`src/rtl/phy_bridge_pkg.sv`:
```
// Shared types and constants of the PHY management register bridge.
// Assumes a byte-wide host port and a 16-bit PHY register width.
package phy_bridge_pkg;

    typedef enum logic [1:0] {
        SEL_CMD  = 2'd0,
        SEL_ADDR = 2'd1,
        SEL_DLO  = 2'd2,
        SEL_DHI  = 2'd3
    } host_sel_e;

    localparam logic [7:0]  CMD_RD_MASK  = 8'h0C;
    localparam logic [7:0]  CMD_WR_MASK  = 8'h0A;

    localparam logic [5:0]  PHY_CTRL     = 6'd0;
    localparam logic [5:0]  PHY_STAT     = 6'd1;
    localparam logic [5:0]  PHY_ID_HI    = 6'd2;
    localparam logic [5:0]  PHY_ID_LO    = 6'd3;
    localparam logic [5:0]  PHY_ADV      = 6'd4;
    localparam logic [5:0]  PHY_PARTNER  = 6'd5;
    localparam logic [5:0]  PHY_EXPAND   = 6'd6;
    localparam logic [5:0]  PHY_CFG      = 6'd16;
    localparam logic [5:0]  PHY_SPSTAT   = 6'd17;
    localparam logic [5:0]  PHY_TENSTAT  = 6'd18;

    localparam logic [15:0] CTRL_DEFAULT = 16'h3100;
    localparam logic [15:0] ADV_DEFAULT  = 16'h01E1;
    localparam logic [15:0] CFG_DEFAULT  = 16'h0410;
    localparam logic [15:0] STAT_VALUE   = 16'h782D;
    localparam logic [15:0] CTRL_WMASK   = 16'h7FFF;
    localparam logic [15:0] CFG_WMASK    = 16'hFFF7;

endpackage

```
`src/rtl/phy_host_regs.sv`:
```
// Host-side registers: PHY number, byte-lane transfer register and command.
// Decodes a command write into a one-cycle read or write pulse, read first.
// Assumes DATA_W is a whole multiple of HOST_W and that there are two lanes.
module phy_host_regs
    import phy_bridge_pkg::*;
#(
    parameter int HOST_W = 8,
    parameter int DATA_W = 16
) (
    input  logic              clk,
    input  logic              rst_n,
    input  logic              host_wr,
    input  host_sel_e         host_sel,
    input  logic [HOST_W-1:0] host_wdata,
    input  logic [DATA_W-1:0] phy_rdata,
    output logic [HOST_W-1:0] addr_q,
    output logic [HOST_W-1:0] cmd_q,
    output logic [DATA_W-1:0] data_q,
    output logic              rd_go,
    output logic              wr_go
);
    localparam int LANES = DATA_W / HOST_W;

    logic cmd_wr;

    // Decode the command write; a read request beats a write request.
    always_comb begin
        cmd_wr = host_wr && (host_sel == SEL_CMD);
        rd_go  = cmd_wr && ((host_wdata & CMD_RD_MASK) != '0);
        wr_go  = cmd_wr && !rd_go && ((host_wdata & CMD_WR_MASK) != '0);
    end

    // Number and command registers, loaded by host writes.
    always_ff @(posedge clk) begin
        if (!rst_n) begin
            addr_q <= '0;
            cmd_q  <= '0;
        end else if (host_wr) begin
            if (host_sel == SEL_ADDR) addr_q <= host_wdata;
            if (host_sel == SEL_CMD)  cmd_q  <= host_wdata;
        end
    end

    // One byte lane of the transfer register per generate step.
    for (genvar ln = 0; ln < LANES; ln++) begin : g_lane
        localparam host_sel_e LANE_SEL = host_sel_e'(SEL_DLO + ln);
        always_ff @(posedge clk) begin
            if (!rst_n)
                data_q[ln*HOST_W +: HOST_W] <= '0;
            else if (rd_go)
                data_q[ln*HOST_W +: HOST_W] <= phy_rdata[ln*HOST_W +: HOST_W];
            else if (host_wr && (host_sel == LANE_SEL))
                data_q[ln*HOST_W +: HOST_W] <= host_wdata;
        end
    end

endmodule

```
`src/rtl/phy_reg_file.sv`:
```
// Internal PHY register file: three writable registers with write masks,
// a fixed status word and parameterised constant registers.
// Assumes writes arrive as single-cycle pulses. A control write with
// bit 15 set reloads the defaults instead of storing.
module phy_reg_file
    import phy_bridge_pkg::*;
#(
    parameter int          DATA_W    = 16,
    parameter int          NUM_W     = 6,
    parameter logic [15:0] ID_HI     = 16'h0181,
    parameter logic [15:0] ID_LO     = 16'hB8C0,
    parameter logic [15:0] PARTNER   = 16'h45E1,
    parameter logic [15:0] EXPAND    = 16'h0001,
    parameter logic [15:0] SPSTAT    = 16'h8010,
    parameter logic [15:0] TENSTAT   = 16'h7800
) (
    input  logic              clk,
    input  logic              rst_n,
    input  logic              wr_en,
    input  logic [NUM_W-1:0]  reg_num,
    input  logic [DATA_W-1:0] wr_data,
    output logic [DATA_W-1:0] rd_data
);
    localparam int TOP = DATA_W - 1;

    logic [DATA_W-1:0] ctrl_q, adv_q, cfg_q;
    logic              soft_rst;

    // Self-clearing reset request from a control write with the top bit set.
    always_comb soft_rst = wr_en && (reg_num == NUM_W'(PHY_CTRL)) && wr_data[TOP];

    // Writable registers: defaults on reset or soft reset, else masked write.
    always_ff @(posedge clk) begin
        if (!rst_n || soft_rst) begin
            ctrl_q <= CTRL_DEFAULT;
            adv_q  <= ADV_DEFAULT;
            cfg_q  <= CFG_DEFAULT;
        end else if (wr_en) begin
            case (reg_num)
                NUM_W'(PHY_CTRL): ctrl_q <= wr_data & CTRL_WMASK;
                NUM_W'(PHY_ADV):  adv_q  <= wr_data;
                NUM_W'(PHY_CFG):  cfg_q  <= wr_data & CFG_WMASK;
                default: ;
            endcase
        end
    end

    // Read mux over implemented numbers; everything else reads zero.
    always_comb begin
        case (reg_num)
            NUM_W'(PHY_CTRL):    rd_data = ctrl_q;
            NUM_W'(PHY_STAT):    rd_data = STAT_VALUE;
            NUM_W'(PHY_ID_HI):   rd_data = ID_HI;
            NUM_W'(PHY_ID_LO):   rd_data = ID_LO;
            NUM_W'(PHY_ADV):     rd_data = adv_q;
            NUM_W'(PHY_PARTNER): rd_data = PARTNER;
            NUM_W'(PHY_EXPAND):  rd_data = EXPAND;
            NUM_W'(PHY_CFG):     rd_data = cfg_q;
            NUM_W'(PHY_SPSTAT):  rd_data = SPSTAT;
            NUM_W'(PHY_TENSTAT): rd_data = TENSTAT;
            default:             rd_data = '0;
        endcase
    end

endmodule

```
`src/rtl/phy_mgmt_bridge.sv`:
```
// Top of the PHY management register bridge. Joins the host registers to the
// PHY file and muxes the selected host register onto host_rdata.
// Assumes one host access per cycle and a combinational read path.
module phy_mgmt_bridge
    import phy_bridge_pkg::*;
#(
    parameter int          HOST_W  = 8,
    parameter int          DATA_W  = 16,
    parameter int          NUM_W   = 6,
    parameter logic [15:0] ID_HI   = 16'h0181,
    parameter logic [15:0] ID_LO   = 16'hB8C0,
    parameter logic [15:0] PARTNER = 16'h45E1,
    parameter logic [15:0] EXPAND  = 16'h0001,
    parameter logic [15:0] SPSTAT  = 16'h8010,
    parameter logic [15:0] TENSTAT = 16'h7800
) (
    input  logic              clk,
    input  logic              rst_n,
    input  logic              host_wr,
    input  logic [1:0]        host_sel,
    input  logic [HOST_W-1:0] host_wdata,
    output logic [HOST_W-1:0] host_rdata
);
    host_sel_e         sel;
    logic [HOST_W-1:0] addr_q, cmd_q;
    logic [DATA_W-1:0] data_q, phy_rdata;
    logic              rd_go, wr_go;

    // Cast the raw select onto the shared enum.
    always_comb sel = host_sel_e'(host_sel);

    phy_host_regs #(.HOST_W(HOST_W), .DATA_W(DATA_W)) u_host (
        .clk(clk), .rst_n(rst_n), .host_wr(host_wr), .host_sel(sel),
        .host_wdata(host_wdata), .phy_rdata(phy_rdata), .addr_q(addr_q),
        .cmd_q(cmd_q), .data_q(data_q), .rd_go(rd_go), .wr_go(wr_go)
    );

    phy_reg_file #(
        .DATA_W(DATA_W), .NUM_W(NUM_W), .ID_HI(ID_HI), .ID_LO(ID_LO),
        .PARTNER(PARTNER), .EXPAND(EXPAND), .SPSTAT(SPSTAT), .TENSTAT(TENSTAT)
    ) u_file (
        .clk(clk), .rst_n(rst_n), .wr_en(wr_go), .reg_num(addr_q[NUM_W-1:0]),
        .wr_data(data_q), .rd_data(phy_rdata)
    );

    // Host read-back mux.
    always_comb begin
        case (sel)
            SEL_CMD:  host_rdata = cmd_q;
            SEL_ADDR: host_rdata = addr_q;
            SEL_DLO:  host_rdata = data_q[HOST_W-1:0];
            default:  host_rdata = data_q[2*HOST_W-1:HOST_W];
        endcase
    end

endmodule

```
`config.mk`:
```
export PLATFORM = sky130hd
export DESIGN_NAME = phy_mgmt_bridge
export DESIGN_NICKNAME = d
export VERILOG_FILES = /design/src/rtl/phy_bridge_pkg.sv /design/src/rtl/phy_host_regs.sv /design/src/rtl/phy_reg_file.sv /design/src/rtl/phy_mgmt_bridge.sv
export SDC_FILE = /design/constraint.sdc
export NUM_CORES = 1
export LEC_CHECK = 0
export CAP_MARGIN = 5
export CORE_MARGIN = 2
export CORE_UTILIZATION = 30
export CTS_CLUSTER_DIAMETER = 30
export DETAILED_ROUTE_END_ITERATION = 12
export PLACE_DENSITY = 0.55
export SLEW_MARGIN = 25
export SYNTH_ARGS = -nofsm -noshare
export SYNTH_HDL_FRONTEND = slang
export SYNTH_HIERARCHICAL = 1
export SYNTH_SLANG_ARGS = --single-unit
```
`constraint.sdc`:
```
create_clock -name clk -period 3.48 [get_ports clk]
set_clock_uncertainty 0.05 [all_clocks]
set_input_delay 0.87 -clock clk [delete_from_list [all_inputs] [get_ports clk]]
set_output_delay 0.87 -clock clk [all_outputs]
set_load 0.05 [all_outputs]
```
== Word level (Yosys, flattened, before mapping) ==
Index checks and enable logic that the tools add are counted.

* Flip-flop bits (word level): 78
* Input bits: 13
* Word-level logic and storage cells: 47

* Equal/unequal tests: 12
* Multiplexer cells: 6
* Reductions and logical operators: 22

{| class="wikitable"
|+ Operators with widths
! cell !! count
|-
| $pmux W16 S10 || 1
|-
| $mux W8 || 4
|-
| $pmux W8 S3 || 1
|-
| $eq A6 B3 Y1 const B || 3
|-
| $eq A6 B5 Y1 const B || 3
|-
| $reduce_bool A8 Y1 || 2
|-
| $eq A6 B2 Y1 const B || 2
|-
| $reduce_and A2 Y1 || 5
|-
| $logic_and A1 B1 Y1 || 8
|-
| $eq A6 B1 Y1 const B || 1
|-
| $logic_not A6 Y1 || 1
|-
| $eq A2 B2 Y1 const B || 2
|-
| $reduce_bool A2 Y1 || 2
|-
| $eq A2 B1 Y1 const B || 1
|-
| $logic_not A1 Y1 || 2
|-
| $logic_not A2 Y1 || 1
|-
| $logic_or A1 B1 Y1 || 1
|}

== Depth between registers and ports, before layout ==
* Depth after elaboration: 9
* Gate-level depth with buffers: 9
* Gate-level depth less buffers: 6

== Modules after synthesis ==
Netlist, hierarchy kept.

{| class="wikitable"
|+ Modules (own cells, without submodules)
! module !! times used !! cells each !! area an instance (um^2)
|-
| phy_reg_file || 1 || 306 || 2408.6
|-
| phy_host_regs || 1 || 152 || 1417.6
|-
| phy_mgmt_bridge || 1 || 10 || 196.4
|}

== Least setup slack after synthesis ==
Ideal clock, no wire load.

* Path type: input to register
* Start point: input host_sel[1]
* End point: register u_file.cfg_q[15]
* Library setup time: 0.122 ns
* Arrival time: 2.651 ns
* Required time: 3.308 ns
* Slack: 0.658 ns
* Stages on the path: 8
* Path through: clkbuf_1 -> nor3b_2 -> buf_2 -> and3_1 -> or3b_2 -> o31ai_4 -> buf_6 -> a21oi_1

* Cells in the longest elaborated chain, start to end: 9

{| class="wikitable"
|+ Ends and longest elaborated chain
! what !! RTL line !! RTL
|-
| from (decl) || phy_mgmt_bridge.sv:20 || <nowiki>input logic [1:0] host_sel,</nowiki>
|-
| $logic_not A2 Y1 (*) || phy_host_regs.sv:28 || <nowiki>cmd_wr = host_wr && (host_sel == SEL_CMD);</nowiki>
|-
| $logic_and A1 B1 Y1 (*) || phy_host_regs.sv:28 ||
|-
| $logic_and A1 B1 Y1 || phy_host_regs.sv:29 || <nowiki>rd_go = cmd_wr && ((host_wdata & CMD_RD_MASK) != '0);</nowiki>
|-
| $logic_not A1 Y1 || phy_host_regs.sv:30 || <nowiki>wr_go = cmd_wr && !rd_go && ((host_wdata & CMD_WR_MASK) != '0);</nowiki>
|-
| $logic_and A1 B1 Y1 (*) (2 in series) || phy_host_regs.sv:30 ||
|-
| named net wr_go || phy_mgmt_bridge.sv:27 || <nowiki>logic rd_go, wr_go;</nowiki>
|-
| $logic_and A1 B1 Y1 (2 in series) || phy_reg_file.sv:30 || <nowiki>always_comb soft_rst = wr_en && (reg_num == NUM_W'(PHY_CTRL)) && wr_data[TOP];</nowiki>
|-
| $logic_or A1 B1 Y1 || phy_reg_file.sv:34 || <nowiki>if (!rst_n || soft_rst) begin</nowiki>
|-
| to (signal assigned) || phy_reg_file.sv:42 || <nowiki>NUM_W'(PHY_CFG): cfg_q <= wr_data & CFG_WMASK;</nowiki>
|-
| to (decl) || phy_reg_file.sv:26 || <nowiki>logic [DATA_W-1:0] ctrl_q, adv_q, cfg_q;</nowiki>
|}

Mark *: on every way through the listed nets, which the timed path passes. The rest lies on a longest branch.
A chain may end at the register's enable or synchronous reset.

== Worst setup path in the final report ==
* Start point: input host_sel[0]
* End point: output host_rdata[2]

* Cells in the longest elaborated chain, start to end: 2

{| class="wikitable"
|+ Ends and longest elaborated chain
! what !! RTL line !! RTL
|-
| $eq A2 B2 Y1, or another cell as far along || phy_mgmt_bridge.sv:48 || <nowiki>case (sel)</nowiki>
|-
| $pmux W8 S3 (*) || phy_mgmt_bridge.sv:48 ||
|-
| to (decl) || phy_mgmt_bridge.sv:22 || <nowiki>output logic [HOST_W-1:0] host_rdata</nowiki>
|}

Every way passes the cells marked *; elsewhere a longest branch is shown, timed or not.

==> results.txt <==
outcome - complete, no violations
Final period util - 91.8%
Post-Syn Area - 0.00402 mm²
Clock Pin Slew Worst Setup and Hold Paths - 0.05 ns
Data arrival, critical path - 2.27 ns
CTS sink cnt - 78
vias in the first global route - 3,697
M3 GR Usage - 2.42%
area of the multi-input gates - 0.00221 mm²
first-pass GRT wire length - 20,400 µm
Hold Startpoint - u_host/cmd_q[2]
Mapped Nets - 480
Rows - 42
Hold Buf Count CTS - 0
Final ANT Viol Nets - 0
largest net degree at the start of global routing - 48
Required @ worst endpoint - 2.56 ns
drt via density - 5.71
Cells after Synth - 467
RSZ-0062 raised after global routing - no
I/O pins - 21
start point of the critical path - host_sel[0]
setup violators final - 0
FILL cells - 1,327
CP Class - primary input to output pin
layout cells sized above 1 - 14.6%
Worst Tran Pin Value - 0.736 ns
Port Buffers - 20
Crit Path Max Fanout - 14
Slew Limit Fails - 0
crit-path cells - clkdlybuf4s50_1 -> buf_12 -> mux4_2 -> buf_12
number of max-cap violations - 0
Leak - 0.00165 µW
Min-Delay Path Class - register to register
Residual DRC - 0
Worst VDD drop - 0.250 mV
DR WL/cell - 19.5 µm
CP most frequent cell - buf_12
CTS tree - built
TNS Setup - 0 ns
Die W - 120 µm
met1 Resource Use GR - 24.8%
post-DP HPWL - 8360 µm
Hold Fails Final Rpt - 0
final design utilization - 36.1%
Max Freq - 313 MHz
Syn Area/Cell - 8.61 µm²
Power Dens Cells - 438 mW/mm²
H-tree levels - 3
clk buf depth - 2
cts repair resizes - 0
GRT met2 Usage - 28.5%
Period minus WS final - 3.19 ns
total placed cells including tap cells - 635
fin cells - 650
Slowest cell on crit path - mux4_2
n_diodes - 0
Clock Latency Late Sink - 0.34 ns
global routing's busiest layer - met2
pre-CTS setup slack - 0.274 ns
FF-to-FF Start - u_host/addr_q[0]
GRT overflow - 0
initial drt markers - 400
CP startpoint kind - primary input
Overall Global Routing Usage - 18.2%
Starting Density - 30.6%
register area - 0.00156 mm²
Syn. warnings - 6
worst hold slack - 0.422 ns
cts bufs inserted - 9
P&R area growth vs syn - 18.1%
Die ar. - 0.0143 mm²
Slew headroom - 50.9%
Nets - 483
Die Y - 120 µm
final worst slack - 0.287 ns
critical path capture point type - output pin
initial antenna violation count - 0
postcts setup bufs - 0
Vias - 3,713
Largest stage delay, worst path - 0.55 ns
drt total wl - 12,700 µm
core area - 0.0131 mm²
clock root buffer master - clkbuf_16
GPL Wtd Cong - 0.853
DR pass1 iterations - 5
[layout make-up]
cell class                      count  share of cell area, %
Multi-Input combinational cell    335                   46.5
Sequential cell                    78                   32.9
Timing Repair Buffer               40                   9.86
Clock buffer                       14                   5.56
Tap cell                          176                   4.64
Inverter                            6                  0.474
Clock inverter                      1                  0.105
[per-stage QoR]
stage | area (µm²) | power, µW
after global placement | 4480 | 1230
after CTS | 4750 | 2090
after global routing | 4750 | 2160
final | 4750 | 2080
after detailed placement | 4480 | 1240
after floorplan | 4020 | 1120
[final timing paths]
path,to,slack [ns],cells past startpoint
max,host_rdata[2],0.29,4
min reg2reg,u_host/cmd_q[2],0.42,2
max reg2reg,u_host/data_q[6],0.99,6
min,u_host/cmd_q[2],0.42,2
[metal layers]
metal | routed length [µm] | share of wire (%)
met4 | 334 | 2.6
met5 | 0 | 0
met1 | 5850 | 46
met2 | 5860 | 46
met3 | 639 | 5.0
[cells in the final DEF (no fill, tap or decap), types with 8 or more instances in the layout]
| cell type | count |
|---|---|
| buf_12 | 11 |
| a21boi_0 | 11 |
| mux2i_1 | 16 |
| nand3_1 | 39 |
| nor2_1 | 20 |
| clkbuf_16 | 9 |
| clkdlybuf4s50_1 | 12 |
| nor2b_1 | 18 |
| a21oi_1 | 55 |
| o221a_2 | 8 |
| mux4_2 | 8 |
| nand2_1 | 20 |
| nand4_1 | 12 |
| o21ai_0 | 58 |
| dfxtp_1 | 78 |
| buf_4 | 17 |
[critical path: cells and delay by family]
kind	cells	cell delay, ns
multiplexers	1	0.55
buffers and inverters	3	0.85
[flip-flops by register name, summed over array words and instances, names as in the netlist]
name,count
u_file/adv_q,16
u_file/ctrl_q,15
u_file/cfg_q,15
u_host/cmd_q,8
u_host/addr_q,8
u_host/data_q,16
[where the power goes]
group,internal [µW],switching [µW]
sequential,912,33.1
clock,517,341
combinational,114,162
total,1540,536
(Power assumes the default switching activity.)
